`config.mk`:
```
export PLATFORM = sky130hd
export DESIGN_NAME = quad_serial_loader
export DESIGN_NICKNAME = d
export VERILOG_FILES = /design/src/rtl/qsl_pkg.sv /design/src/rtl/qsl_edge_det.sv /design/src/rtl/qsl_shift.sv /design/src/rtl/qsl_chan.sv /design/src/rtl/quad_serial_loader.sv
export SDC_FILE = /design/constraint.sdc
export NUM_CORES = 1
export LEC_CHECK = 0
export BUFFER_PORTS_ARGS = -buffer_cell sky130_fd_sc_hd__buf_4
export CAP_MARGIN = 20
export CORE_MARGIN = 2
export CORE_UTILIZATION = 32
export DETAILED_ROUTE_END_ITERATION = 8
export PLACE_DENSITY = 0.52
export REMOVE_ABC_BUFFERS = 1
export SLEW_MARGIN = 0
export SYNTH_ARGS = -nofsm -noshare
export SYNTH_HDL_FRONTEND = slang
export SYNTH_SLANG_ARGS = --single-unit
```
`constraint.sdc`:
```
create_clock -name clk -period 8 [get_ports clk]
set_input_delay 0.8 -clock clk [delete_from_list [all_inputs] [get_ports clk]]
set_output_delay 0.8 -clock clk [all_outputs]
set_load 0.005 [all_outputs]
```
`src/rtl/qsl_pkg.sv`:
```
package qsl_pkg;
  localparam int QSL_NUM_CH = 4;
  localparam int QSL_CODE_W = 8;
  localparam int QSL_SYNC_STAGES = 2;

  function automatic int qsl_frame_w(input int num_ch, input int code_w);
    return $clog2(num_ch) + 1 + code_w;
  endfunction
endpackage

```
`src/rtl/qsl_edge_det.sv`:
```
module qsl_edge_det #(
  parameter int W = 4,
  parameter int STAGES = 2
) (
  input  logic         clk,
  input  logic         rst_n,
  input  logic [W-1:0] async_i,
  output logic [W-1:0] level_o,
  output logic [W-1:0] fall_o
);
  logic [W-1:0] stg_q [STAGES];
  logic [W-1:0] stg_d [STAGES];
  logic [W-1:0] prev_q, prev_d;

  always_comb begin
    stg_d[0] = async_i;
    for (int s = 1; s < STAGES; s++) stg_d[s] = stg_q[s-1];
    prev_d = stg_q[STAGES-1];
  end

  always_ff @(posedge clk or negedge rst_n) begin
    if (!rst_n) begin
      for (int s = 0; s < STAGES; s++) stg_q[s] <= '0;
      prev_q <= '0;
    end else begin
      for (int s = 0; s < STAGES; s++) stg_q[s] <= stg_d[s];
      prev_q <= prev_d;
    end
  end

  assign level_o = stg_q[STAGES-1];
  assign fall_o  = prev_q & ~level_o;

  // A falling edge needs a high sample before it, so no bit falls twice in a row
  assert_single_fall_R1: assert property (@(posedge clk) disable iff (!rst_n)
    (|fall_o) |=> ((fall_o & $past(fall_o)) == '0));
endmodule

```
`src/rtl/qsl_shift.sv`:
```
module qsl_shift #(
  parameter int W = 11
) (
  input  logic         clk,
  input  logic         rst_n,
  input  logic         shift_en,
  input  logic         bit_i,
  output logic [W-1:0] frame_o
);
  logic [W-1:0] sr_q, sr_d;

  always_comb begin
    sr_d = sr_q;
    if (shift_en) sr_d = {sr_q[W-2:0], bit_i};
  end

  always_ff @(posedge clk or negedge rst_n) begin
    if (!rst_n) sr_q <= '0;
    else        sr_q <= sr_d;
  end

  assign frame_o = sr_q;

  assert_shift_in_R1: assert property (@(posedge clk) disable iff (!rst_n)
    shift_en |=> (sr_q[0] == $past(bit_i)));
endmodule

```
`src/rtl/qsl_chan.sv`:
```
module qsl_chan #(
  parameter int WW = 9
) (
  input  logic          clk,
  input  logic          rst_n,
  input  logic          wr_en,
  input  logic          hold,
  input  logic          xfer,
  input  logic [WW-1:0] word_i,
  output logic [WW-1:0] out_o
);
  logic [WW-1:0] in_q, in_d, out_q, out_d;

  always_comb begin
    in_d  = in_q;
    out_d = out_q;
    if (wr_en) in_d = word_i;
    if (xfer)                out_d = in_d;
    else if (wr_en && !hold) out_d = word_i;
  end

  always_ff @(posedge clk or negedge rst_n) begin
    if (!rst_n) begin
      in_q  <= '0;
      out_q <= '0;
    end else begin
      in_q  <= in_d;
      out_q <= out_d;
    end
  end

  assign out_o = out_q;

  assert_pass_through_R3: assert property (@(posedge clk) disable iff (!rst_n)
    (wr_en && !hold) |=> (out_q == in_q));
  assert_hold_output_R4: assert property (@(posedge clk) disable iff (!rst_n)
    (wr_en && hold) |=> $stable(out_q));
  assert_transfer_R5: assert property (@(posedge clk) disable iff (!rst_n)
    xfer |=> (out_q == in_q));
  assert_load_then_xfer_R8: assert property (@(posedge clk) disable iff (!rst_n)
    (wr_en && xfer) |=> (out_q == $past(word_i)));
endmodule

```
`src/rtl/quad_serial_loader.sv`:
```
module quad_serial_loader
  import qsl_pkg::*;
#(
  parameter int NUM_CH = QSL_NUM_CH,
  parameter int CODE_W = QSL_CODE_W,
  parameter int SYNC_STAGES = QSL_SYNC_STAGES
) (
  input  logic                     clk,
  input  logic                     rst_n,
  input  logic                     ser_clk_i,
  input  logic                     ser_dat_i,
  input  logic                     load_n_i,
  input  logic                     upd_i,
  output logic [NUM_CH*CODE_W-1:0] codes_o,
  output logic [NUM_CH-1:0]        gain2x_o
);
  localparam int ADDR_W  = $clog2(NUM_CH);
  localparam int FRAME_W = qsl_frame_w(NUM_CH, CODE_W);
  localparam int WORD_W  = CODE_W + 1;
  localparam int IDX_SCLK = 0, IDX_SDAT = 1, IDX_LOAD = 2, IDX_UPD = 3;

  logic [1:0] rst_sync_q, rst_sync_d;
  logic       rst_core_n;

  assign rst_sync_d = {rst_sync_q[0], 1'b1};
  always_ff @(posedge clk or negedge rst_n) begin
    if (!rst_n) rst_sync_q <= '0;
    else        rst_sync_q <= rst_sync_d;
  end
  assign rst_core_n = rst_sync_q[1];

  logic [3:0] raw, lvl, fall;
  assign raw = {upd_i, load_n_i, ser_dat_i, ser_clk_i};

  qsl_edge_det #(.W(4), .STAGES(SYNC_STAGES)) u_edges (
    .clk(clk), .rst_n(rst_core_n), .async_i(raw), .level_o(lvl), .fall_o(fall)
  );

  logic [FRAME_W-1:0] frame;
  qsl_shift #(.W(FRAME_W)) u_shift (
    .clk(clk), .rst_n(rst_core_n), .shift_en(fall[IDX_SCLK]),
    .bit_i(lvl[IDX_SDAT]), .frame_o(frame)
  );

  logic [ADDR_W-1:0] addr;
  logic [WORD_W-1:0] word;
  assign addr = frame[FRAME_W-1 -: ADDR_W];
  assign word = frame[WORD_W-1:0];

  generate
    for (genvar k = 0; k < NUM_CH; k++) begin : g_ch
      logic [WORD_W-1:0] ch_out;
      logic              ch_sel;
      assign ch_sel = fall[IDX_LOAD] && (addr == ADDR_W'(k));
      qsl_chan #(.WW(WORD_W)) u_chan (
        .clk(clk), .rst_n(rst_core_n), .wr_en(ch_sel), .hold(lvl[IDX_UPD]),
        .xfer(fall[IDX_UPD]), .word_i(word), .out_o(ch_out)
      );
      assign codes_o[k*CODE_W +: CODE_W] = ch_out[CODE_W-1:0];
      assign gain2x_o[k] = ch_out[CODE_W];
    end
  endgenerate
endmodule

```
After elaboration in Yosys (flattened, before gate mapping)
Cells that the tools add are included.

storage, ports and cells
  register bits = 97
  bits of input ports = 6
  word-level logic and storage cells = 44

cells by class
  equality and inequality tests = 3
  multiplexer cells = 12
  bitwise operators = 2
  reduce and logical (&&, ||, !) cells = 14

operators with widths
  cell                                                                    count
  9-bit 2-to-1 mux                                                        12
  1-bit logical AND                                                       8
  2-bit nonzero test                                                      4
  4-bit bitwise AND                                                       1
  2-bit equality test (second input constant)                             2
  4-bit inverter                                                          1
  2-bit by 1-bit equality test with 1-bit output (second input constant)  1
  2-bit zero test                                                         1
  1-bit zero test                                                         1

Depth between registers and ports, before layout
Gate-level depths: netlist of run 1.

  depth in word-level cells = 6
  mapped depth = 6
  gate-level depth less buffers = 3

Modules after synthesis
A second synthesis of run 1 with hierarchy kept.

second synthesis, totals
  cell total of the unflattened synthesis = 290
  area total of the unflattened synthesis = 4488.1 um^2

by module, submodules not included
  module              times used  cells each  area an instance (um^2)
  qsl_chan            4           61          898.4
  qsl_shift           1           23          447.9
  qsl_edge_det        1           16          355.3
  quad_serial_loader  1           7           91.3

Worst setup path before layout of run 1
OpenSTA, ideal clock, no wires.

  path type = reg-to-reg
  start = register u_shift.sr_q[10], in the netlist u_shift.frame_o[10]
  end = register g_ch[0].u_chan.out_q[6]
  setup time = 0.127 ns
  data arrival time = 1.525 ns
  data required time = 7.873 ns
  path slack = 6.348 ns
  stages on the path, launching flop included = 7
  period minus slack after synthesis = 1.652 ns
  path through = dfrtp_1 buf_6 or4b_4 buf_6 buf_6 a32oi_1 nand3_1

on the way
  word-level cells in the longest chain between the ends = 4

ends and longest elaborated chain
  item                                                           RTL line                        RTL
  start, declared                                                qsl_shift.sv:10                 logic [W-1:0] sr_q, sr_d;
  start signal, assigned                                         qsl_shift.sv:19                 else sr_q <= sr_d;
  2-bit zero test *                                              quad_serial_loader.sv:54        assign ch_sel = fall[IDX_LOAD] && (addr == ADDR_W'(k));
  1-bit logical AND *                                            quad_serial_loader.sv:54
  9-bit 2-to-1 mux / 1-bit logical AND (equally long branches)   qsl_chan.sv:17, qsl_chan.sv:19
  9-bit 2-to-1 mux / 2-bit nonzero test (equally long branches)  --
  end signal, assigned                                           qsl_chan.sv:28                  out_q <= out_d;
  end, declared                                                  qsl_chan.sv:12                  logic [WW-1:0] in_q, in_d, out_q, out_d;

Every way passes the cells marked *; elsewhere a longest branch is shown, timed or not.
A chain may end at the register's enable or synchronous reset.

Final worst setup path of run 1
  start = register u_edges.prev_q[3]
  end = register g_ch[2].u_chan.out_q[7]

on the way
  word-level cells in the longest chain between the ends = 2

ends and longest elaborated chain
  item                                                           RTL line            RTL
  start, declared                                                qsl_edge_det.sv:13  logic [W-1:0] prev_q, prev_d;
  start signal, assigned                                         qsl_edge_det.sv:27  prev_q <= prev_d;
  4-bit bitwise AND *                                            qsl_edge_det.sv:32  assign fall_o = prev_q & ~level_o;
  9-bit 2-to-1 mux / 2-bit nonzero test (equally long branches)  --
  end signal, assigned                                           qsl_chan.sv:28
  end, declared                                                  qsl_chan.sv:12

Marks and branches as above.

==> metrics.yaml, run 1 <==
final_hold_viol_count: 0
tns_ps: 0
post_cts_resized: 0
worstReg2RegEnd: "g_ch[2].u_chan.out_o[7]"
htree_levels: 3
crit_chain: "buf_8 -> nor2b_4 -> a32oi_1 -> nand3_1"
max_slew.worst_pin.slew_ps: 994
dr_total_vias: 3175
post_dp_cell_area_sq_um: 4640
synth_edf_count: 0
n_antenna_cell: 0
required_ps: 8280
multi_input_area_sq_um: 1640
dp_hpwl_um: 6020
dieHeight_um: 118
startpoint_type: "flip-flop"
fin_worst_skew_ps: 7.16
fmaxAchievable_mhz: 452
power_density_nw_per_um2: 346
synth.most_common_cell: "nand2_1"
crit_path_end: "g_ch[2].u_chan.out_o[7]"
setup_slack_ps: 5790
cp-end-kind: "flip-flop"
seq_area_sq_um: 2410
rsz0062_at_grt: "false"
post_cts_buffers: 0
postCtsHoldBufs: 0
wl_per_cell_um: 16.7
ys.flop_type: "dfrtp_1"
syn_area_sq_um: 4160
clk_pin_slew_ps: 70
irDropWorstVdd_mv: 0.139
synthTopCellsByCount: "144 x nand2_1, 96 x dfrtp_1, 36 x a32oi_1, 36 x nand3_1, 36 x nand3b_1"
netlist_instances: 412
start_util: 0.328
ys_async_sr_fraction: 1.00
syn_avg_cell_area_sq_um: 10.1
grt_max_degree: 69
instances_no_fill: 618
gp_congestion: 0.743
max_stage_delay_ps: 840
syn2layout_area_growth_pct: 20.0
fin_area_sq_um: 4990
cp.arrival_ps: 2500
clk_path_buf_depth: 2
fillCellCount: 1284
slew_viol_final: 0
drive_above_1_share: 0.188
drtPass1Iterations: 4
drt_wl_total_um: 10300
cts_root_buf: "clkbuf_16"
yosysTopAreaCellShare: 0.578
seq_area_frac_synth: 0.578
drt_iter0_drc: 241
fp.dieArea_sq_um: 13900
grt_pass1_wl_um: 17100
grt_util_all_layers: 0.155
cp_max_fo: 36
core_sq_um: 12700
preCtsSetupSlack_ps: 5500
clk_latency_ps: 350
status: "completed"
r2r_cells: 4
layout.nets: 447
yosysWarnings: 0
port_buffers: 41
critical-path-slowest-cell: "nor2b_4"
row_count: 41
detail-route-antenna-nets: 0
path_class: "reg -> reg"
synth_top_area_cell: "dfrtp_1"
cts_tree: "built"
fp.dieW_um: 118
r2r-start: "u_edges.prev_q[3]"
post-route-period-util: 0.277
placed_cells: 600
power_leakage_nw: 2.33
hp-class: "in -> async"
io_pins: 42
slew_headroom: 0.336
antenna_found_initial: 0
clock-sinks: 96
reg2reg_slack_ps: 5790
maxCapViolations: 0
synth_area_leaders: "dfrtp_1 58%, nand2_1 13%, a32oi_1 7.6%"
ys_ff_latch: 96
viasPerCell: 5.14
cts_buffers: 9
final-setup-viol-count: 0
overflow: 0
grt_pass1_vias: 3221
route.detailed.drc: 0
ys_types: 19
crit_start: "u_edges.prev_q[3]"
min_period_ps: 2210
==> routing by layer <==
metal  part of all wire  vias up  GRT usage
li1                   -     1485          -
met1               0.49     1621      0.220
met2               0.45       62      0.236
met3              0.044        7     0.0373
met4             0.0094        0     0.0429
met5                  0        -          0
==> layout make-up <==
cell class | instances | share of cell area
Tap cell | 172 | 0.0432
Clock inverter | 7 | 0.0193
Sequential cell | 96 | 0.482
Clock buffer | 9 | 0.0452
Timing Repair Buffer | 51 | 0.0813
Multi-Input combinational cell | 283 | 0.329
==> critical path, delay by kind of cell, from the launching register on <==
family,cells,cell delay (ps)
AOI/OAI and AO/OA,1,240
buffers and inverters,1,250
DFF,1,700
and+or+nand+nor,2,970
==> cells in the final DEF, fill, tap and decap left out <==
master / synthesis / routed
bufinv_16: 0 / 2
buf_8: 0 / 2
nand4b_1: 1 / 1
mux2_2: 11 / 11
nand3_1: 36 / 36
buf_4: 1 / 47
conb_1: 1 / 1
or4b_4: 1 / 1
nor2b_4: 0 / 1
nor4b_4: 1 / 1
dfrtp_4: 0 / 1
clkinv_2: 0 / 1
nand3b_1: 36 / 36
clkinv_4: 0 / 1
nor2b_1: 11 / 10
buf_6: 3 / 2
clkbuf_16: 0 / 9
nor4bb_4: 0 / 2
nand4bb_1: 2 / 2
a32oi_1: 36 / 36
clkinvlp_4: 0 / 3
dfrtp_1: 96 / 95
and4b_1: 1 / 1
nand2_1: 144 / 144
==> kinds of logic (layout without fill, tap and decap cells) <==
logic type      count (synthesis)  count (layout)  share of synthesized area
compound gates                 36              36                     0.0759
buf+inv                        33              67                     0.0367
flops                          96              96                      0.578
mux                            11              11                     0.0298
other cells                     1               1                   0.000902
simple gates                  235             235                      0.279
==> sequential cells by signal (all words and copies together) (netlist names) <==
register and flops:
g_ch.u_chan.in_q 36, u_edges.stg_d 4, u_edges.prev_q 3, u_edges.level_o 4, rst_sync_q 2, u_shift.frame_o 11, g_ch.u_chan.out_o 36
==> per-stage QoR <==
step / hold WS [ps] / util / power, mW
2_1_floorplan: 331 / - / 1.03
3_3_place_gp: 252 / 0.364 / 1.25
3_5_place_dp: 254 / 0.366 / 1.28
4_1_cts: 215 / 0.392 / 1.75
5_1_grt: 213 / 0.394 / 1.85
6_report: 225 / 0.394 / 1.73
==> worst min path at each step <==
| stage | start | endpoint | slack, ps | cells after the start |
|---|---|---|---|---|
| floorplan | rst_sync_q[0] | rst_sync_q[1] | 330 | 0 |
| global placement | rst_sync_q[1] | u_edges.stg_d[3] | 250 | 0 |
| detailed placement | rst_sync_q[1] | u_edges.prev_q[2] | 250 | 0 |
| CTS | rst_n | rst_sync_q[1] | 210 | 1 |
| global route | rst_n | rst_sync_q[1] | 210 | 1 |
| finish | rst_n | rst_sync_q[1] | 220 | 1 |
==> report_power, final <==
part	internal [mW]	total (mW)	switching, mW
sequential	0.665	0.835	0.170
combinational	0.232	0.430	0.198
clock	0.274	0.462	0.188
total	1.17	1.73	0.556
Note: power is estimated with default switching activity, not from simulation.
==> inputs of run 2 (changes only) <==
clock period = 2.28 ns   (was 8 ns; I/O delays follow)
==> metrics.yaml, run 2 (synthesized netlist as in run 1, its figures left out) <==
overflow: 0  # unchanged
required_ps: 2500  # was 8280 ps
final_hold_viol_count: 0  # unchanged
slew_viol_final: 0  # unchanged
grt_pass1_vias: 3205  # was 3,221
wl_per_cell_um: 16.6  # was 16.7 um
max_slew.worst_pin.slew_ps: 577  # was 994 ps
hp-class: "in -> async"  # unchanged
p_clk_frac: 0.254  # was 0.268
max_stage_delay_ps: 730  # was 840 ps
viasPerCell: 5.06  # was 5.14
drt_iter0_drc: 190  # was 241
p_int_mw: 4.04  # was 1.17 mW
final_util: 0.399  # was 0.394
post_cts_buffers: 0  # unchanged
cp_max_fo: 27  # was 36
clk_path_buf_depth: 2  # unchanged
port_buffers: 41  # unchanged
cts_root_buf: "clkbuf_16"  # unchanged
n_antenna_cell: 0  # unchanged
power_leakage_nw: 2.37  # was 2.33 nW
route.met2.wl_um: 4730  # was 4680 um
irDropWorstVdd_mv: 0.417  # was 0.139 mV
drive_above_1_share: 0.195  # was 0.188
antenna_found_initial: 0  # unchanged
cp.arrival_ps: 1990  # was 2500 ps
dp_hpwl_um: 6320  # was 6020 um
crit_family: "simple AND/OR/NAND/NOR gates"  # unchanged
fp.dieW_um: 118  # unchanged
min_period_ps: 1780  # was 2210 ps
start_util: 0.328  # unchanged
gp_congestion: 0.741  # was 0.743
grt_util_all_layers: 0.156  # was 0.155
slew_headroom: 0.615  # was 0.336
critical-path-slowest-cell: "or4b_4"  # was nor2b_4
mostFrequentLayoutCell: "nand2_1"  # unchanged
fp.dieArea_sq_um: 13900  # unchanged
pwr-share-comb: 0.257  # was 0.249
grt_max_degree: 47  # was 69
clock-sinks: 96  # unchanged
maxCapViolations: 0  # unchanged
p_seq_frac: 0.490  # was 0.484
fmaxAchievable_mhz: 562  # was 452 MHz
detail-route-antenna-nets: 0  # unchanged
layout.nets: 458  # was 447
cp-end-kind: "flip-flop"  # unchanged
placed_cells: 608  # was 600
startpoint_type: "flip-flop"  # unchanged
wl_met3_um: 383  # was 453 um
cts_tree: "built"  # unchanged
path_class: "reg -> reg"  # unchanged
row_count: 41  # unchanged
drt_wl_total_um: 10500  # was 10,300 um
clk_latency_ps: 340  # was 350 ps
instances_no_fill: 629  # was 618
dr_total_vias: 3181  # was 3,175
syn2layout_area_growth_pct: 21.7  # was 20.0%
core_sq_um: 12700  # unchanged
route.detailed.drc: 0  # unchanged
final_cell_mix: "144 x nand2_1, 95 x dfrtp_1, 55 x buf_4"  # was 144 x nand2_1, 95 x dfrtp_1, 47 x buf_4
htree_levels: 3  # unchanged
final-setup-viol-count: 0  # unchanged
cts_buffers: 9  # unchanged
fin_worst_skew_ps: 8.90  # was 7.16 ps
power_density_nw_per_um2: 1180  # was 346 nW/um^2
path_buf_inv: 0  # was 1
highest_layer: "met4"  # unchanged
dieHeight_um: 118  # unchanged
crit_chain: "or4b_4 -> a32oi_1 -> nand3_1"  # was buf_8 -> nor2b_4 -> a32oi_1 -> nand3_1
io_pins: 42  # unchanged
drtPass1Iterations: 6  # was 4
switching_power_mw: 1.93  # was 0.556 mW
rsz0062_at_grt: "false"  # unchanged
status: "completed"  # unchanged
post-route-period-util: 0.780  # was 0.277
wl_met1_um: 5200  # was 5080 um
grt_pass1_wl_um: 17200  # was 17,100 um
clk_pin_slew_ps: 60  # was 70 ps
p_sw_frac: 0.323  # was 0.322
run 2: changes by cell type in the layout (fill, tap and decap cells not counted), moves of 2 or more:
cell,previous run,this run
buf_12,0,2
buf_4,47,55
dlygate4sd3_1,0,5
buf_6,2,0
buf_8,2,0
clkinvlp_4,3,1
run 2: layer usage:
metal	up-vias	GRT usage
li1	1506	-
met1	1589	0.224
met2	73	0.237
met3	13	0.0363
met4	0	0.0437
met5	-	0
run 2: timing repair:
action | CTS | global route
endpoints found under the hold margin | 6 | 0
hold buffers | 5 | 0
resized for setup | 0 | 0
run 2: stage by stage:
| step | cell area, sq um | hold slack [ps] | total power [mW] | worst slack (ps) | setup TNS [ps] |
|---|---|---|---|---|---|
| after global placement | 4710 | 9.72 | 4.44 | 563 | 0 |
| after detailed placement | 4710 | 11.9 | 4.49 | 540 | 0 |
| final | 5060 | 207 | 5.98 | 502 | 0 |
| after floorplan | 4000 | -67.6 | 3.62 | -592 | -62940 |
| after global routing | 5060 | 203 | 6.40 | 402 | 0 |
| after CTS | 5060 | 188 | 6.05 | 521 | 0 |
run 2: power groups by stage:
stage | combinational (mW) | clock [mW] | sequential [mW]
after floorplan | 0.806 | 0 | 2.82
after global placement | 1.51 | 0 | 2.93
after detailed placement | 1.54 | 0 | 2.95
after CTS | 1.56 | 1.56 | 2.92
after global routing | 1.74 | 1.64 | 3.02
final | 1.53 | 1.52 | 2.93
run 2: worst register-to-register path: cells and delay by family, from the launching register on:
family          cells  cell delay (ps)
compound gates      1              280
flops               1              550
simple gates        2              830
run 2: final cells by class:
type | instances | area [sq um]
well taps | 172 | 215
clock inverters | 5 | 56.3
multi-input cells | 283 | 1630
fillers | 1283 | 7610
clock buffers | 11 | 243
repair buffers | 62 | 503
flip-flops and latches | 96 | 2410
run 2: final timing paths:
check / slack (ps) / cells past startpoint / startpoint / end
worst max-delay path: 500 / 3 / u_edges.level_o[2] / g_ch[0].u_chan.out_o[4]
worst min-delay path: 210 / 2 / rst_n / rst_sync_q[1]
worst max register to register: 500 / 3 / u_edges.level_o[2] / g_ch[0].u_chan.out_o[4]
worst min register to register: 300 / 0 / rst_sync_q[1] / g_ch[3].u_chan.in_q[7]
max in group asynchronous: 1310 / 1 / rst_sync_q[1] / u_edges.prev_q[2]
min in group clk: 350 / 0 / u_edges.stg_d[2] / u_edges.level_o[2]
==> inputs of run 3 (changes only) <==
ABC_AREA = 1   (was default)
PLACE_DENSITY = 0.51   (was 0.52)
clock period = 1.72 ns   (was 2.28 ns; I/O delays follow)
==> metrics.yaml, run 3 <==
muxShareOfSynthArea: 0  # was 0.0298
synth_area_leaders: "dfrtp_1 58%, nand3_1 7.5%, nand2_1 5.5%"  # was dfrtp_1 58%, nand2_1 13%, a32oi_1 7.6%
clock-sinks: 96  # unchanged
cp-end-kind: "flip-flop"  # unchanged
io_pins: 42  # unchanged
fmaxAchievable_mhz: 655  # was 562 MHz
final_hold_viol_count: 0  # unchanged
syn_avg_cell_area_sq_um: 9.08  # was 10.1 sq um
yosysWarnings: 0  # unchanged
route.detailed.drc: 0  # unchanged
n_antenna_cell: 0  # unchanged
drtPass1Iterations: 4  # was 6
ys_ff_latch: 96  # unchanged
grt_pass1_vias: 3189  # was 3,205
fp.dieW_um: 118  # about the same
synthTopCellsByCount: "96 x dfrtp_1, 63 x nand3_1, 61 x nand2_1"  # was 144 x nand2_1, 96 x dfrtp_1, 36 x a32oi_1, 36 x nand3_1, 36 x nand3b_1
synth_compound_area_frac: 0.110  # was 0.0759
synth_top_area_cell: "dfrtp_1"  # unchanged
irDropWorstVdd_mv: 0.644  # was 0.417 mV
preCtsSetupSlack_ps: 192  # was 540 ps
max_slew.worst_pin.slew_ps: 718  # was 577 ps
whs_ps: 132  # was 207 ps
syn_area_sq_um: 4180  # was 4160 sq um
ys_async_sr_fraction: 1.00  # unchanged
slew_viol_final: 0  # unchanged
cts_buffers: 9  # unchanged
synth_xor_area_frac: 0  # unchanged
fin_worst_skew_ps: 7.11  # was 8.90 ps
dp_hpwl_um: 6940  # was 6320 um
wl_per_cell_um: 15.5  # was 16.6 um
power_leakage_nw: 2.44  # was 2.37 nW
hp-class: "in -> async"  # unchanged
grt_max_degree: 95  # was 47
htree_levels: 3  # unchanged
cp.arrival_ps: 1750  # was 1990 ps
synth_edf_count: 0  # unchanged
core_sq_um: 12700  # unchanged
synthSimpleGateAreaFrac: 0.247  # was 0.279
final-setup-viol-count: 0  # unchanged
total_power_mw: 6.53  # was 5.98 mW
status: "completed"  # unchanged
gp_congestion: 0.799  # was 0.741
detail-route-antenna-nets: 0  # unchanged
layout.nets: 526  # was 458
drt_wl_total_um: 10800  # was 10,500 um
crit_family: "buffers and inverters"  # was simple AND/OR/NAND/NOR gates
port_buffers: 41  # unchanged
cp_max_fo: 16  # was 27
post_cts_buffers: 0  # unchanged
path_buf_inv: 3  # was 0
cts_tree: "built"  # unchanged
fp.dieArea_sq_um: 14000  # was 13,900 sq um
path_class: "reg -> reg"  # unchanged
synthAdderAreaFrac: 0  # unchanged
drive_above_1_share: 0.166  # was 0.195
power_density_nw_per_um2: 1280  # was 1180 nW/um^2
required_ps: 1940  # was 2500 ps
slew_headroom: 0.520  # was 0.615
synth.most_common_cell: "dfrtp_1"  # was nand2_1
dieHeight_um: 118  # about the same
synth_top_family_by_area: "simple AND/OR/NAND/NOR gates"  # unchanged
drt_iter0_drc: 203  # was 190
netlist_instances: 460  # was 412
clk_path_buf_depth: 2  # unchanged
rsz0062_at_grt: "false"  # unchanged
startpoint_type: "flip-flop"  # unchanged
min_period_ps: 1530  # was 1780 ps
ys_types: 20  # was 19
viasPerCell: 4.73  # was 5.06
antenna_found_initial: 0  # unchanged
cts_root_buf: "clkbuf_16"  # unchanged
mostFrequentLayoutCell: "dfrtp_1"  # was nand2_1
grt_util_all_layers: 0.163  # was 0.156
clk_latency_ps: 340  # about the same
crit_chain: "inv_2 -> nand2_1 -> inv_2 -> buf_4 -> o21bai_1 -> a21oi_1"  # was or4b_4 -> a32oi_1 -> nand3_1
maxCapViolations: 0  # unchanged
yosysTopAreaCellShare: 0.575  # was 0.578
start_util: 0.330  # was 0.328
overflow: 0  # unchanged
post-route-period-util: 0.887  # was 0.780
setup_slack_ps: 194  # was 502 ps
seq_area_frac_synth: 0.575  # was 0.578
dr_total_vias: 3297  # was 3,181
crit_top_cell: "inv_2"
max_stage_delay_ps: 400  # was 730 ps
final_cell_mix: "95 x dfrtp_1, 63 x nand3_1, 61 x nand2_1"  # was 144 x nand2_1, 95 x dfrtp_1, 55 x buf_4
grt_pass1_wl_um: 17500  # was 17,200 um
critical-path-slowest-cell: "dfrtp_1"  # was or4b_4
syn2layout_area_growth_pct: 22.1  # was 21.7%
ys.flop_type: "dfrtp_1"  # unchanged
row_count: 41  # unchanged
clk_pin_slew_ps: 60  # about the same
==> run 3: cell types whose count changed after synthesis, sizes merged, moves of 18 or more <==
cell    delta
a21oi     +37
a32oi     -36
and2      +36
clkbuf    -20
inv       +53
nand2     -77
nand3     +31
nand3b    -36
nor2      +42
o21ai     +28
o21bai    +18
==> run 3: final timing paths <==
kind,slack (ps),cells past startpoint,end,startpoint
setup / recovery,190,6,g_ch[2].u_chan.out_o[7],u_edges.level_o[3]
hold / removal,130,2,rst_sync_q[1],rst_n
setup reg to reg,190,6,g_ch[2].u_chan.out_o[7],u_edges.level_o[3]
hold reg to reg,350,0,u_edges.level_o[1],u_edges.stg_d[1]
max in group asynchronous,970,1,g_ch[3].u_chan.out_o[7],rst_sync_q[1]
min in group clk,350,0,u_edges.level_o[1],u_edges.stg_d[1]
==> run 3: report_power, final <==
group | total, mW | switching, mW | leakage [nW] | internal [mW]
registers | 3.03 | 0.238 | 1.18 | 2.79
clock network | 1.84 | 0.820 | 0.130 | 1.02
logic | 1.66 | 0.937 | 1.13 | 0.723
==> run 3: layout make-up <==
type / instances / area [sq um]
fill: 1326 / 7570
multi-input combinational: 296 / 1490
tap: 172 / 215
inverter: 53 / 199
clock inverter: 3 / 17.5
timing repair buffer: 64 / 518
clock buffer: 13 / 250
sequential: 96 / 2410
==> run 3: cells by family after synthesis <==
kind of cell	Yosys count
and+or+nand+nor	212
DFF	96
AOI/OAI and AO/OA	83
buffers and inverters	68
other	1
==> run 3: per-stage QoR <==
stage	cell area (sq um)	std cells	TNS, ps	utilization
after global placement	4780	676	0	0.377
after CTS	5100	697	0	0.402
final	5100	697	0	0.402
after detailed placement	4780	676	0	0.377
after floorplan	4100	445	-108300	-
after global routing	5100	697	0	0.402
==> run 3: metal layers <==
| metal | part of all wire | routed length [um] | track usage |
|---|---|---|---|
| met3 | 0.048 | 521 | 0.0449 |
| met1 | 0.47 | 5060 | 0.226 |
| met5 | 0 | 0 | 0 |
| met2 | 0.48 | 5150 | 0.256 |
| met4 | 0.0080 | 87 | 0.0354 |
==> run 3: worst register-to-register path, stage by stage (launching register included) <==
cell and delay, ps:
dfrtp_1 400, inv_2 150, nand2_1 210, inv_2 140, buf_4 250, o21bai_1 170, a21oi_1 90
==> run 3: what timing repair did <==
item / in CTS / in global routing
hold endpoints to repair: 6 / 0
hold buffers: 5 / 0
gates resized for setup: 0 / 0
